`src/rtl/trap_pkg.sv`:
```
package trap_pkg;

   localparam int STAT_W = 32;
   localparam int SB_I   = 7;
   localparam int SB_F   = 6;
   localparam int SB_T   = 5;

   localparam logic [4:0] MD_USR = 5'h10;
   localparam logic [4:0] MD_FIQ = 5'h11;
   localparam logic [4:0] MD_IRQ = 5'h12;
   localparam logic [4:0] MD_SVC = 5'h13;
   localparam logic [4:0] MD_ABT = 5'h17;
   localparam logic [4:0] MD_UND = 5'h1B;
   localparam logic [4:0] MD_SYS = 5'h1F;

   // enumeration order is the priority order, highest first
   typedef enum logic [2:0] {
      TK_BOOT  = 3'd0,
      TK_DABT  = 3'd1,
      TK_FIQ   = 3'd2,
      TK_IRQ   = 3'd3,
      TK_PABT  = 3'd4,
      TK_UNDEF = 3'd5,
      TK_SVC   = 3'd6
   } trap_kind_e;

   localparam int NUM_KINDS = 7;
   localparam int KIND_W    = $clog2(NUM_KINDS);

   function automatic logic [4:0] kind_mode(input trap_kind_e k);
      case (k)
         TK_BOOT:  return MD_SVC;
         TK_DABT:  return MD_ABT;
         TK_FIQ:   return MD_FIQ;
         TK_IRQ:   return MD_IRQ;
         TK_PABT:  return MD_ABT;
         TK_UNDEF: return MD_UND;
         default:  return MD_SVC;
      endcase
   endfunction

   function automatic logic [4:0] kind_vec_off(input trap_kind_e k);
      case (k)
         TK_BOOT:  return 5'h00;
         TK_UNDEF: return 5'h04;
         TK_SVC:   return 5'h08;
         TK_PABT:  return 5'h0C;
         TK_DABT:  return 5'h10;
         TK_IRQ:   return 5'h18;
         default:  return 5'h1C;
      endcase
   endfunction

   function automatic logic kind_sets_f(input trap_kind_e k);
      return (k == TK_BOOT) || (k == TK_FIQ);
   endfunction

   function automatic logic kind_has_bank(input trap_kind_e k);
      return k != TK_BOOT;
   endfunction

endpackage

```
`src/rtl/trap_req_gate.sv`:
```
module trap_req_gate
   import trap_pkg::*;
(
   input  logic                 req_boot,
   input  logic                 req_undef,
   input  logic                 req_svc,
   input  logic                 req_fetch_abt,
   input  logic                 req_data_abt,
   input  logic                 req_irq,
   input  logic                 req_fiq,
   input  logic                 ret_req,
   input  logic                 irq_off,
   input  logic                 fiq_off,
   input  logic [4:0]           cur_mode,
   input  logic                 hold,
   output logic [NUM_KINDS-1:0] req_vec,
   output logic                 ret_go
);

   logic [NUM_KINDS-1:0] raw;
   logic                 has_bank;

   always_comb begin
      raw                 = '0;
      raw[int'(TK_BOOT)]  = req_boot;
      raw[int'(TK_DABT)]  = req_data_abt;
      raw[int'(TK_FIQ)]   = req_fiq & ~fiq_off;
      raw[int'(TK_IRQ)]   = req_irq & ~irq_off;
      raw[int'(TK_PABT)]  = req_fetch_abt;
      raw[int'(TK_UNDEF)] = req_undef;
      raw[int'(TK_SVC)]   = req_svc;
   end

   assign has_bank = (cur_mode != MD_USR) && (cur_mode != MD_SYS);
   assign req_vec  = hold ? '0 : raw;
   assign ret_go   = ~hold & ret_req & has_bank;

endmodule

```
`src/rtl/trap_arbiter.sv`:
```
module trap_arbiter
   import trap_pkg::*;
#(
   parameter int N = NUM_KINDS,
   localparam int IW = (N > 1) ? $clog2(N) : 1
) (
   input  logic [N-1:0]  req,
   output logic [N-1:0]  grant,
   output logic [IW-1:0] win_idx,
   output logic          any
);

   generate
      if (N < 2) begin : g_bad_n
         $error("trap_arbiter needs at least two request lines");
      end
   endgenerate

   genvar gi;
   generate
      for (gi = 0; gi < N; gi++) begin : g_pri
         if (gi == 0) begin : g_top
            assign grant[gi] = req[gi];
         end else begin : g_rest
            assign grant[gi] = req[gi] & ~|req[gi-1:0];
         end
      end
   endgenerate

   always_comb begin
      win_idx = '0;
      for (int i = 0; i < N; i++) begin
         if (grant[i]) win_idx = win_idx | IW'(i);
      end
   end

   assign any = |req;

endmodule

```
`src/rtl/trap_entry_calc.sv`:
```
module trap_entry_calc
   import trap_pkg::*;
#(
   parameter int ADDR_W     = 32,
   parameter int INST_BYTES = 4,
   parameter bit HIGH_VEC   = 1'b0
) (
   input  trap_kind_e         kind,
   input  logic [STAT_W-1:0]  cur_stat,
   input  logic [ADDR_W-1:0]  cur_pc,
   output logic [STAT_W-1:0]  new_stat,
   output logic [ADDR_W-1:0]  link_val,
   output logic [ADDR_W-1:0]  vec_addr,
   output logic [4:0]         tgt_mode,
   output logic               bank_wr
);

   localparam logic [ADDR_W-1:0] STEP_ONE = ADDR_W'(INST_BYTES);
   localparam logic [ADDR_W-1:0] STEP_TWO = ADDR_W'(2 * INST_BYTES);

   logic [ADDR_W-1:0] vec_base;

   generate
      if (HIGH_VEC) begin : g_vec_hi
         assign vec_base = {{(ADDR_W-16){1'b1}}, 16'h0000};
      end else begin : g_vec_lo
         assign vec_base = '0;
      end
   endgenerate

   always_comb begin
      tgt_mode         = kind_mode(kind);
      new_stat         = cur_stat;
      new_stat[SB_I]   = 1'b1;
      if (kind_sets_f(kind)) new_stat[SB_F] = 1'b1;
      new_stat[SB_T]   = 1'b0;
      new_stat[4:0]    = tgt_mode;
      bank_wr          = kind_has_bank(kind);
      link_val         = cur_pc + ((kind == TK_DABT) ? STEP_TWO : STEP_ONE);
      vec_addr         = vec_base | ADDR_W'(kind_vec_off(kind));
   end

endmodule

```
`src/rtl/trap_seq.sv`:
```
module trap_seq
   import trap_pkg::*;
#(
   parameter int ADDR_W     = 32,
   parameter int INST_BYTES = 4,
   parameter bit HIGH_VEC   = 1'b0
) (
   input  logic              clk,
   input  logic              rst_n,
   input  logic              req_boot,
   input  logic              req_undef,
   input  logic              req_svc,
   input  logic              req_fetch_abt,
   input  logic              req_data_abt,
   input  logic              req_irq,
   input  logic              req_fiq,
   input  logic              ret_req,
   input  logic [31:0]       stat_in,
   input  logic [ADDR_W-1:0] pc_in,
   input  logic [31:0]       bank_stat,
   input  logic [ADDR_W-1:0] bank_link,
   output logic              stat_we,
   output logic [31:0]       stat_wdata,
   output logic              saved_we,
   output logic [31:0]       saved_wdata,
   output logic              link_we,
   output logic [ADDR_W-1:0] link_wdata,
   output logic              pc_we,
   output logic [ADDR_W-1:0] pc_wdata,
   output logic [4:0]        mode_sel,
   output logic              flush
);

   generate
      if (ADDR_W < 20) begin : g_bad_addr
         $error("trap_seq: ADDR_W must be at least 20");
      end
      if (INST_BYTES != 2 && INST_BYTES != 4) begin : g_bad_inst
         $error("trap_seq: INST_BYTES must be 2 or 4");
      end
      if (STAT_W != 32) begin : g_bad_stat
         $error("trap_seq: status word must be 32 bits");
      end
   endgenerate

   logic [NUM_KINDS-1:0] req_vec;
   logic [NUM_KINDS-1:0] grant;
   logic [KIND_W-1:0]    win_idx;
   logic                 any_exc;
   logic                 ret_go;
   logic                 entry_q;
   logic                 ret_q;
   trap_kind_e           win_kind;
   logic [31:0]          ent_stat;
   logic [ADDR_W-1:0]    ent_link;
   logic [ADDR_W-1:0]    ent_vec;
   logic [4:0]           ent_mode;
   logic                 ent_bank;

   assign flush = entry_q | ret_q;

   trap_req_gate u_gate (
      .req_boot      (req_boot),
      .req_undef     (req_undef),
      .req_svc       (req_svc),
      .req_fetch_abt (req_fetch_abt),
      .req_data_abt  (req_data_abt),
      .req_irq       (req_irq),
      .req_fiq       (req_fiq),
      .ret_req       (ret_req),
      .irq_off       (stat_in[SB_I]),
      .fiq_off       (stat_in[SB_F]),
      .cur_mode      (stat_in[4:0]),
      .hold          (flush),
      .req_vec       (req_vec),
      .ret_go        (ret_go)
   );

   trap_arbiter #(.N(NUM_KINDS)) u_arb (
      .req     (req_vec),
      .grant   (grant),
      .win_idx (win_idx),
      .any     (any_exc)
   );

   assign win_kind = trap_kind_e'(win_idx);

   trap_entry_calc #(
      .ADDR_W     (ADDR_W),
      .INST_BYTES (INST_BYTES),
      .HIGH_VEC   (HIGH_VEC)
   ) u_entry (
      .kind     (win_kind),
      .cur_stat (stat_in),
      .cur_pc   (pc_in),
      .new_stat (ent_stat),
      .link_val (ent_link),
      .vec_addr (ent_vec),
      .tgt_mode (ent_mode),
      .bank_wr  (ent_bank)
   );

   always_ff @(posedge clk or negedge rst_n) begin
      if (!rst_n) begin
         stat_we     <= 1'b0;
         stat_wdata  <= '0;
         saved_we    <= 1'b0;
         saved_wdata <= '0;
         link_we     <= 1'b0;
         link_wdata  <= '0;
         pc_we       <= 1'b0;
         pc_wdata    <= '0;
         mode_sel    <= '0;
         entry_q     <= 1'b0;
         ret_q       <= 1'b0;
      end else begin
         stat_we  <= 1'b0;
         saved_we <= 1'b0;
         link_we  <= 1'b0;
         pc_we    <= 1'b0;
         entry_q  <= 1'b0;
         ret_q    <= 1'b0;
         if (any_exc) begin
            stat_we     <= 1'b1;
            stat_wdata  <= ent_stat;
            saved_we    <= ent_bank;
            saved_wdata <= stat_in;
            link_we     <= ent_bank;
            link_wdata  <= ent_link;
            pc_we       <= 1'b1;
            pc_wdata    <= ent_vec;
            mode_sel    <= ent_mode;
            entry_q     <= 1'b1;
         end else if (ret_go) begin
            stat_we    <= 1'b1;
            stat_wdata <= bank_stat;
            pc_we      <= 1'b1;
            pc_wdata   <= bank_link;
            mode_sel   <= stat_in[4:0];
            ret_q      <= 1'b1;
         end
      end
   end

endmodule

```
`config.mk`:
```
export PLATFORM = sky130hd
export DESIGN_NAME = trap_seq
export DESIGN_NICKNAME = d
export VERILOG_FILES = /design/src/rtl/trap_pkg.sv /design/src/rtl/trap_req_gate.sv /design/src/rtl/trap_arbiter.sv /design/src/rtl/trap_entry_calc.sv /design/src/rtl/trap_seq.sv
export SDC_FILE = /design/constraint.sdc
export NUM_CORES = 1
export LEC_CHECK = 0
export BUFFER_PORTS_ARGS = -buffer_cell sky130_fd_sc_hd__buf_2
export CORE_UTILIZATION = 50
export DETAILED_ROUTE_END_ITERATION = 12
export PLACE_DENSITY = 0.85
export SYNTH_ARGS = -nofsm -noshare
export SYNTH_HDL_FRONTEND = slang
export SYNTH_SLANG_ARGS = --single-unit
```
`constraint.sdc`:
```
create_clock -name clk -period 6.8 [get_ports clk]
set_input_delay 0.34 -clock clk [delete_from_list [all_inputs] [get_ports clk]]
set_output_delay 0.34 -clock clk [all_outputs]
set_load 0.01 [all_outputs]
```
# After elaboration in Yosys (flattened, before gate mapping)
# Cells that the tools add are included.
dict set report word_totals {
  ff_bits 137
  in_bits 138
  word_cells 72
}
dict set report op_classes {
  add_sub_neg 1
  n_eq_ne 8
  muxes 22
  bitwise 14
  reduce_logical 18
}
# cell n
set ops {}
lappend ops {{32-bit two-way mux} 4}
lappend ops {{32-bit adder} 1}
lappend ops {{5-bit one-hot mux with 6 select lines} 1}
lappend ops {{4-bit one-hot mux with 4 select lines} 1}
lappend ops {{1-bit AND} 10}
lappend ops {{5-bit two-way mux} 2}
lappend ops {{5-bit != test (second input constant)} 2}
lappend ops {{3-bit == test (second input constant)} 3}
lappend ops {{3-bit two-way mux} 3}
lappend ops {{1-bit two-way mux} 7}
lappend ops {{7-bit two-way mux} 1}
lappend ops {{7-bit OR reduction} 1}
lappend ops {{3-bit by 2-bit == test with 1-bit output (second input constant)} 2}
lappend ops {{1-bit zero test} 6}
lappend ops {{6-bit OR reduction} 1}
lappend ops {{5-bit OR reduction} 1}
lappend ops {{2-bit two-way mux} 2}
lappend ops {{4-bit two-way mux} 1}
lappend ops {{2-bit OR reduction} 2}
lappend ops {{4-bit OR reduction} 1}
lappend ops {{3-bit by 1-bit == test with 1-bit output (second input constant)} 1}
lappend ops {{3-bit zero test} 1}
lappend ops {{1-bit NOT} 3}
lappend ops {{3-bit nonzero test} 1}
lappend ops {{5 further kinds} 5}

# Logic depth before layout (Yosys ltp)
# Gate-level depths: netlist of run 1.
dict set report depth {
  depth_word 15
  ltp_mapped 10
}

# Modules after synthesis
# Synthesis of run 1 repeated with hierarchy kept, for this count alone.
dict set report unflattened {
  hier_cells 649
  area_unflattened_um2 7198.2
}
# module n_inst cells_each area_per_inst_um2
set by_module_without_submodules {}
lappend by_module_without_submodules {trap_seq 1 445 5746.8}
lappend by_module_without_submodules {trap_entry_calc 1 173 1247.4}
lappend by_module_without_submodules {trap_arbiter 1 20 122.6}
lappend by_module_without_submodules {trap_req_gate 1 11 81.3}

# Worst setup path before layout of run 1
# No wires, ideal clock.
dict set report synth_path {
  kind {flip-flop to flip-flop}
  start {register ret_q}
  end {register link_wdata[20]}
  arrival_ps 2081
  t_required_ps 6667
  setup_slack_ps 4585
  stages_incl_launch_ff 10
  synth_period_minus_slack_ps 2215
  cell_sequence {dfrtp_1 > nor2_2 > nand3b_1 > ha_1 > fa_1 > and4_1 > clkbuf_1 > nand4_1 > xor2_1 > o21ai_0}
}
dict set report synth_between {
  elab_chain_len 13
  word_cells_on_any_way 29
  cone_classes {add/sub: 1; eq/ne: 1; mux: 8; bitwise: 7; reduce/logical: 12}
}
# item line_no
set synth_rtl {}
lappend synth_rtl {{start: declaration} trap_seq.sv:52} ;# logic ret_q;
lappend synth_rtl {{start signal: assignment} trap_seq.sv:115} ;# ret_q <= 1'b0;
lappend synth_rtl {{start signal: assignment} trap_seq.sv:122} ;# ret_q <= 1'b0;
lappend synth_rtl {{start signal: assignment} trap_seq.sv:140} ;# ret_q <= 1'b1;
lappend synth_rtl {{1-bit OR *} trap_seq.sv:60} ;# assign flush = entry_q | ret_q;
lappend synth_rtl {{7-bit two-way mux *} trap_req_gate.sv:35} ;# assign req_vec = hold ? '0 : raw;
lappend synth_rtl {{1-bit zero test or 2-bit OR reduction (tied branches)} trap_arbiter.sv:25} ;# assign grant[gi] = req[gi] & ~|req[gi-1:0];
lappend synth_rtl {{1-bit AND or 1-bit zero test (tied branches)} trap_arbiter.sv:25}
lappend synth_rtl {{1-bit two-way mux or 1-bit AND (tied branches)} {trap_arbiter.sv:33, trap_arbiter.sv:25}}
lappend synth_rtl {{2-bit two-way mux (2 in series)} trap_arbiter.sv:33} ;# if (grant[i]) win_idx = win_idx | IW'(i);
lappend synth_rtl {{3-bit two-way mux (3 in series)} trap_arbiter.sv:33}
lappend synth_rtl {{3-bit by 1-bit == test with 1-bit output} trap_entry_calc.sv:39} ;# link_val = cur_pc + ((kind == TK_DABT) ? STEP_TWO : STEP_ONE);
lappend synth_rtl {{4-bit two-way mux} trap_entry_calc.sv:39}
lappend synth_rtl {{32-bit adder} trap_entry_calc.sv:39}
lappend synth_rtl {{end signal: assignment} trap_seq.sv:129} ;# link_wdata <= ent_link;
lappend synth_rtl {{end: declaration} trap_seq.sv:27} ;# output logic [ADDR_W-1:0] link_wdata,
# Mark *: on every way between the ends. The rest lies on a longest branch, timed or not.
# A chain may end at the register's enable or synchronous reset.

# Worst setup path in the final report of run 1
dict set report layout_path {
  start {input port req_fetch_abt}
  end {register stat_wdata[9]}
}
dict set report layout_between {
  elab_chain_len 3
  word_cells_on_any_way 4
  cone_classes {mux: 2; reduce/logical: 2}
}
# item line_no
set layout_rtl {}
lappend layout_rtl {{start: declaration} trap_seq.sv:13} ;# input logic req_fetch_abt,
lappend layout_rtl {{7-bit two-way mux *} trap_req_gate.sv:35}
lappend layout_rtl {{7-bit OR reduction *} trap_arbiter.sv:37} ;# assign any = |req;
lappend layout_rtl {{32-bit two-way mux or 2-bit nonzero test (tied branches)} -}
lappend layout_rtl {{end signal: assignment} trap_seq.sv:125} ;# stat_wdata <= ent_stat;
lappend layout_rtl {{end signal: assignment} trap_seq.sv:136} ;# stat_wdata <= bank_stat;
lappend layout_rtl {{end: declaration} trap_seq.sv:23} ;# output logic [31:0] stat_wdata,
# Marked as above.

==> results.json, run 1 <==
{
  "reg2reg_from": "ret_q$_DFF_PN0_",
  "synth.avg_cell_area_um2": 9.80,
  "timing.critical_path.cells": "buf_2 > nor3_2 > nand4_1 > nand2_4 > inv_2 > a31oi_4 > inv_2 > nor2_1 > a31oi_1",
  "grt_remaining_overflow": 0,
  "hold_end": "saved_wdata[5]$_DFFE_PN0N_",
  "io_buffers": 275,
  "final_cell_mix": "274 x buf_2, 169 x nand2_1, 137 x dfrtp_1",
  "netSwitchingFraction_pct": 31.0,
  "leading_cell_type_in_the_layout_fill_and_taps_excluded": "buf_2",
  "yosys_most_used_dff": "dfrtp_1",
  "synthesis.nets": 739,
  "cts_buffers": 17,
  "placedInstanceArea_um2": 7280,
  "power-per-cell-area_nw_per_um2": 351,
  "yosys.area.top_type": "dfrtp_1",
  "synth-async-reset-ratio_pct": 100,
  "cts.clk_slew.worst_paths_ns": 0.06,
  "min_from": "stat_in[5]",
  "totalWireLength_um": 16000,
  "post_drt_via_cell_ratio": 5.24,
  "slew_headroom_pct": 24.9,
  "worst_r2r_path_depth": 7,
  "ys_seq_area_share_pct": 58.5,
  "post_cts_resized": 0,
  "hold_path_class": "input pin to register",
  "dr_total_vias": 5320,
  "fp-row-count": 39,
  "synth.area.top_cells": "dfrtp_1 59%, nand2_1 11%, a22o_1 4.5%, xor2_1 3.7%, a31oi_1 2.9%",
  "slew_viol_final": 0,
  "ys_ff_latch": 137,
  "insertion_delay_ns": 0.41,
  "fp.dieH_um": 110,
  "crit_top_cell": "inv_2",
  "grt_pass1_wl_um": 23800,
  "track_usage_pct": 26.1,
  "max_clock_freq_mhz": 227,
  "critical_path_peak_fanout": 110,
  "layout_min_cycle_time_ns": 4.41,
  "grt_antenna_before_repair": 1,
  "worst_ep_arrival_time_ns": 4.64,
  "die-width_um": 110,
  "ys_warns": 0,
  "grt_pass1_vias": 4764,
  "insertedDiodeCount": 0,
  "cts_num_sinks": 137,
  "synth_cell_types": 44,
  "number_of_routed_nets_with_antenna_violations": 0,
  "synthesis.instances": 598,
  "finalInstanceArea_um2": 7920,
  "drtIter0Drc": 324,
  "r2r-end": "stat_wdata[9]$_DFFE_PN0P_",
  "drt-wirelength-per-cell_um": 15.8,
  "vdd_drop_max_mv": 0.289,
  "holdWs_ns": 0.122,
  "cp_slowest_cell": "a31oi_4",
  "power.leakage_nw": 4.15,
  "setup.worst_path.start_class": "input pin",
  "comb_power_share_pct": 25.9,
  "period_share_pct": 64.8,
  "postCtsSetupRepairBufs": 0,
  "maximum_number_of_pins_on_one_net_before_global_route_repair": 111,
  "cts_tree": "built",
  "critical_path.max_stage_delay_ns": 1.08,
  "rsz0062_at_grt": "no",
  "syn_to_final_growth_pct": 35.1,
  "initial_utilization_pct": 51.3,
  "setup.worst_path.start": "req_fetch_abt",
  "max_cap_violations": 0,
  "drt_drc_violations_left": 0,
  "synthDominantCellAreaShare_pct": 58.5,
  "layout-drive-gt1-share_pct": 36.0,
  "cts_buffer_depth": 2,
  "final-setup-viol-count": 0,
  "final.setup_skew_ns": 0.00542,
  "min_delay_path_depth": 3,
  "switch_pwr_uw": 860,
  "synth_enable_flop_cells": 0,
  "final.setup.tns_ns": 0,
  "firstDrtPassIters": 5,
  "clock_tree.htree_level_count": 4,
  "reg_to_reg_slack_setup_ns": 2.57,
  "crit_path_end_kind": "register",
  "floorplan.die_area_um2": 12200,
  "fill_count": 921,
  "detailed_place_hpwl_um": 11300,
  "status": "finished clean",
  "floorplan.core_area_um2": 11400,
  "crit_type": "input pin to register",
  "power_report.internal_total_mw": 1.92,
  "critPathRequiredTime_ns": 7.03,
  "cts_root_buffer": "clkbuf_16",
  "power_mw": 2.78,
  "timing.final.hold_violations": 0,
  "worstMarginPinSlew_ns": 1.13,
  "nets": 1000,
  "post_layout_nonfiller_instances": 1015,
  "clock_power_share_pct": 35.2,
  "top_level_ports": 276,
  "syn_area_um2": 5860,
  "routabilityCongestion": 0.895,
  "power_frac_seq_pct": 38.9,
  "place.detailed.instances": 982
}
metrics by stage:
step / setup slack, ns / util [%]
5_1_grt: 1.98 / 69.3
2_1_floorplan: 4.59 / -
3_3_place_gp: 2.09 / 63.8
6_report: 2.39 / 69.3
3_5_place_dp: 2.05 / 63.8
4_1_cts: 2.40 / 69.3
sequential cells by signal, indices dropped and copies added, names as in the netlist:
| signal | flops |
|---|---|
| entry_q | 1 |
| pc_we | 1 |
| stat_wdata | 32 |
| ret_q | 1 |
| saved_wdata | 32 |
| link_wdata | 32 |
| link_we | 1 |
| mode_sel | 5 |
| pc_wdata | 32 |
power by group through the flow:
stage          sequential (mW)  clock, mW  combinational [mW]
6_report                  1.08      0.977               0.719
3_3_place_gp              1.09          0               0.701
4_1_cts                   1.08      0.991               0.725
5_1_grt                   1.10       1.04               0.809
2_1_floorplan             1.17          0               0.325
3_5_place_dp              1.09          0               0.722
how the worst max path moves through the flow:
stage | to | slack (ns) | cells after the start
final | stat_wdata[9]$_DFFE_PN0P_ | 2.39 | 9
after global routing | stat_wdata[12]$_DFFE_PN0P_ | 1.98 | 9
after CTS | stat_wdata[9]$_DFFE_PN0P_ | 2.40 | 9
after detailed placement | stat_wdata[23]$_DFFE_PN0P_ | 2.05 | 9
after global placement | stat_wdata[13]$_DFFE_PN0P_ | 2.09 | 9
after floorplan | link_wdata[20]$_DFFE_PN0N_ | 4.59 | 9
area by class of cell:
type	instances	area [µm²]	share of cell area (%)
repair buffers	279	1420	17.9
clock buffers	23	458	5.78
flip-flops and latches	137	3430	43.3
multi-input cells	418	2240	28.4
clock inverters	9	170	2.15
well taps	143	179	2.26
inverters	6	22.5	0.284
cells in the mapped netlist, types with 2 or more instances:
master	n
nand3_1	20
buf_4	3
xor2_1	25
a21o_1	2
nor2b_1	3
and4_1	4
inv_1	3
a21oi_1	16
nor2_2	2
inv_2	2
buf_2	15
nand4_1	9
ha_1	2
dfrtp_1	137
nor4_1	2
and3_1	7
nand2_1	170
a22oi_1	2
clkbuf_1	14
o31ai_1	2
a22o_1	30
xnor2_1	3
o21ai_0	29
a221o_1	3
nand2b_1	3
buf_1	4
a31oi_1	27
nor3_1	2
nor2_1	42
kinds of logic (layout without fill, tap and decap cells):
logic type / Yosys count / in the layout / share of synthesized area, %
AND/OR/NAND/NOR: 268 / 268 / 19.4
XOR/XNOR: 28 / 28 / 4.19
adder cells (fa/ha/maj): 3 / 3 / 0.769
buffers and inverters: 43 / 317 / 3.40
flip-flops: 137 / 137 / 58.5
AO/OA/AOI/OAI: 119 / 119 / 13.8
per-layer routing:
| layer | GRT usage, % | vias to the layer above | routed length [µm] |
|---|---|---|---|
| met5 | 0 | - | 13 |
| met4 | 8.27 | 2 | 221 |
| met3 | 8.35 | 21 | 1210 |
| met2 | 42.0 | 213 | 7930 |
| met1 | 33.5 | 2511 | 6630 |
| li1 | - | 2573 | - |
critical path: cells and delay by family:
family	cells	cell delay, ns
buffers and inverters	3	1.48
AND/OR/NAND/NOR	4	1.62
AO/OA/AOI/OAI	2	1.16
timing repair:
action	CTS	global route
endpoints found under the hold margin	62	0
endpoints found under the setup margin	0	0
hold buffers	1	0
No activity file was read; power rests on OpenSTA's default activity.
==> run 2: changes to the inputs <==
--- a/config.mk
+++ b/config.mk
@@ -6,9 +6,9 @@
 export NUM_CORES = 1
 export LEC_CHECK = 0
 export BUFFER_PORTS_ARGS = -buffer_cell sky130_fd_sc_hd__buf_2
-export CORE_UTILIZATION = 50
+export CORE_UTILIZATION = 42
 export DETAILED_ROUTE_END_ITERATION = 12
-export PLACE_DENSITY = 0.85
+export PLACE_DENSITY = 0.76
 export SYNTH_ARGS = -nofsm -noshare
 export SYNTH_HDL_FRONTEND = slang
 export SYNTH_SLANG_ARGS = --single-unit
==> constraint.sdc (replaced) <==
create_clock -name clk -period 3.7 [get_ports clk]
set_input_delay 0.185 -clock clk [delete_from_list [all_inputs] [get_ports clk]]
set_output_delay 0.185 -clock clk [all_outputs]
set_load 0.01 [all_outputs]
==> run 2 against run 1 <==
Net effect: largest cell class unchanged; wire length increased by 7.1%; non-clock buffer count up 53; critical path type is now register to register; combinational power is 92% higher; sequential power increased by 84%; first-iteration DRC count down 6.8%.
==> results.json, run 2 (synthesis results as in run 1) <==
{
  "status": "finished clean",
  "grt_remaining_overflow": 0,
  "nets": 1053,
  "slew_viol_final": 0,
  "holdWs_ns": 0.0163,
  "post_drt_via_cell_ratio": 5.01,
  "firstDrtPassIters": 4,
  "critical_path.max_stage_delay_ns": 0.49,
  "placedInstanceArea_um2": 7360,
  "final_cell_mix": "274 x buf_2, 169 x nand2_1, 137 x dfrtp_1",
  "power-per-cell-area_nw_per_um2": 600,
  "insertion_delay_ns": 0.40,
  "timing.final.hold_violations": 0,
  "initial_utilization_pct": 43.7,
  "floorplan.die_area_um2": 14400,
  "cts_root_buffer": "clkbuf_16",
  "critical_path_peak_fanout": 12,
  "dr_total_vias": 5516,
  "drt_drc_violations_left": 0,
  "postCtsSetupRepairBufs": 0,
  "finalCoreUtilization_pct": 63.2,
  "track_usage_pct": 24.4,
  "period_share_pct": 68.3,
  "cts.clk_slew.worst_paths_ns": 0.05,
  "final-setup-viol-count": 0,
  "floorplan.core_area_um2": 13400,
  "die-width_um": 120,
  "leading_cell_type_in_the_layout_fill_and_taps_excluded": "buf_2",
  "cts_num_sinks": 137,
  "io_buffers": 275,
  "place_ws_ns": 1.14,
  "drtIter0Drc": 302,
  "power_mw": 5.09,
  "syn_to_final_growth_pct": 44.6,
  "grt_pass1_wl_um": 27500,
  "routabilityCongestion": 0.827,
  "cp_slowest_cell": "and3_1",
  "worst_ep_arrival_time_ns": 2.85,
  "worstMarginPinSlew_ns": 0.948,
  "critPathRequiredTime_ns": 4.02,
  "vdd_drop_max_mv": 0.402,
  "layout-drive-gt1-share_pct": 34.7,
  "max_clock_freq_mhz": 396,
  "fp-row-count": 42,
  "reg_to_reg_slack_setup_ns": 1.17,
  "drt-wirelength-per-cell_um": 15.6,
  "fp.dieH_um": 120,
  "final.setup_skew_ns": 0.00419,
  "cts_buffer_depth": 2,
  "place.detailed.instances": 1019,
  "layout_min_cycle_time_ns": 2.53,
  "timing.critical_path.cells": "nor2_2 > nand3b_1 > inv_1 > ha_1 > a21o_1 > and3_1 > nand4_1 > xor2_1 > o21ai_0",
  "hold_path_class": "input pin to register",
  "power.leakage_nw": 4.36,
  "fill_count": 1115,
  "maximum_number_of_pins_on_one_net_before_global_route_repair": 95,
  "post_layout_nonfiller_instances": 1100,
  "crit_type": "register to register",
  "grt_antenna_before_repair": 0,
  "max_cap_violations": 0,
  "final.setup.tns_ns": 0,
  "setup.worst_path.start_class": "register",
  "timing.final.ws_setup_ns": 1.17,
  "totalWireLength_um": 17100,
  "cts_tree": "built",
  "clock_tree.htree_level_count": 4,
  "crit_path_end_kind": "register",
  "cts_buffers": 17,
  "finalInstanceArea_um2": 8470,
  "rsz0062_at_grt": "no",
  "grt_pass1_vias": 5550,
  "number_of_routed_nets_with_antenna_violations": 0,
  "critPathTopFamily": "simple AND/OR/NAND/NOR gates",
  "detailed_place_hpwl_um": 11600,
  "slew_headroom_pct": 36.3,
  "worst-path-buf-inv": 1,
  "top_level_ports": 276
}
run 2: cell types whose count changed in the layout (fill, tap and decap cells not counted), sizes merged:
cell	before	now
inv	5	6
clkbuf	23	24
diode	0	1
clkinv	5	2
dlygate4sd3	1	50
buf	278	282
bufinv	5	3
clkinvlp	0	1
run 2: timing repair:
action | in CTS | in global routing
setup endpoints to repair | 0 | 0
resized for setup | 0 | 0
hold endpoints to repair | 141 | 0
hold buffers | 50 | 0
run 2: power by group:
part           internal (mW)  total [mW]  switching [mW]
clock network           1.14        1.73           0.583
registers               1.82        1.99           0.162
logic                  0.533        1.38           0.842
total                   3.50        5.09            1.59
run 2: worst reg2reg max path, stage by stage (launching register included):
cell and delay (ns):
dfrtp_1 0.37, nor2_2 0.41, nand3b_1 0.24, inv_1 0.15, ha_1 0.16, a21o_1 0.13
and3_1 0.49, nand4_1 0.19, xor2_1 0.19, o21ai_0 0.13
run 2: area by class of cell:
cell class	instances	area (µm²)	share of cell area, %
Sequential cell	137	3430	40.5
Multi-Input combinational cell	418	2250	26.6
Timing Repair Buffer	332	1940	22.8
Clock buffer	24	502	5.92
Tap cell	176	220	2.60
Clock inverter	6	111	1.31
Inverter	6	22.5	0.266
Antenna cell	1	2.50	0.0295
run 2: routing by layer:
| metal | share of wire (%) | GRT usage, % | vias to the layer above |
|---|---|---|---|
| li1 | - | - | 2670 |
| met1 | 41 | 29.1 | 2587 |
| met2 | 49 | 41.3 | 219 |
| met3 | 6.7 | 6.27 | 40 |
| met4 | 3.4 | 10.5 | 0 |
| met5 | 0 | 0 | - |
run 2: final timing paths:
check,startpoint,endpoint,depth (start not counted)
setup / recovery,ret_q$_DFF_PN0_,link_wdata[31]$_DFFE_PN0N_,9
hold / removal,stat_in[26],saved_wdata[26]$_DFFE_PN0N_,3
setup reg to reg,ret_q$_DFF_PN0_,link_wdata[31]$_DFFE_PN0N_,9
hold reg to reg,saved_wdata[24]$_DFFE_PN0N_,saved_wdata[24]$_DFFE_PN0N_,2
max in group asynchronous,rst_n,saved_wdata[12]$_DFFE_PN0N_,3
min in group asynchronous,rst_n,pc_we$_DFF_PN0_,2
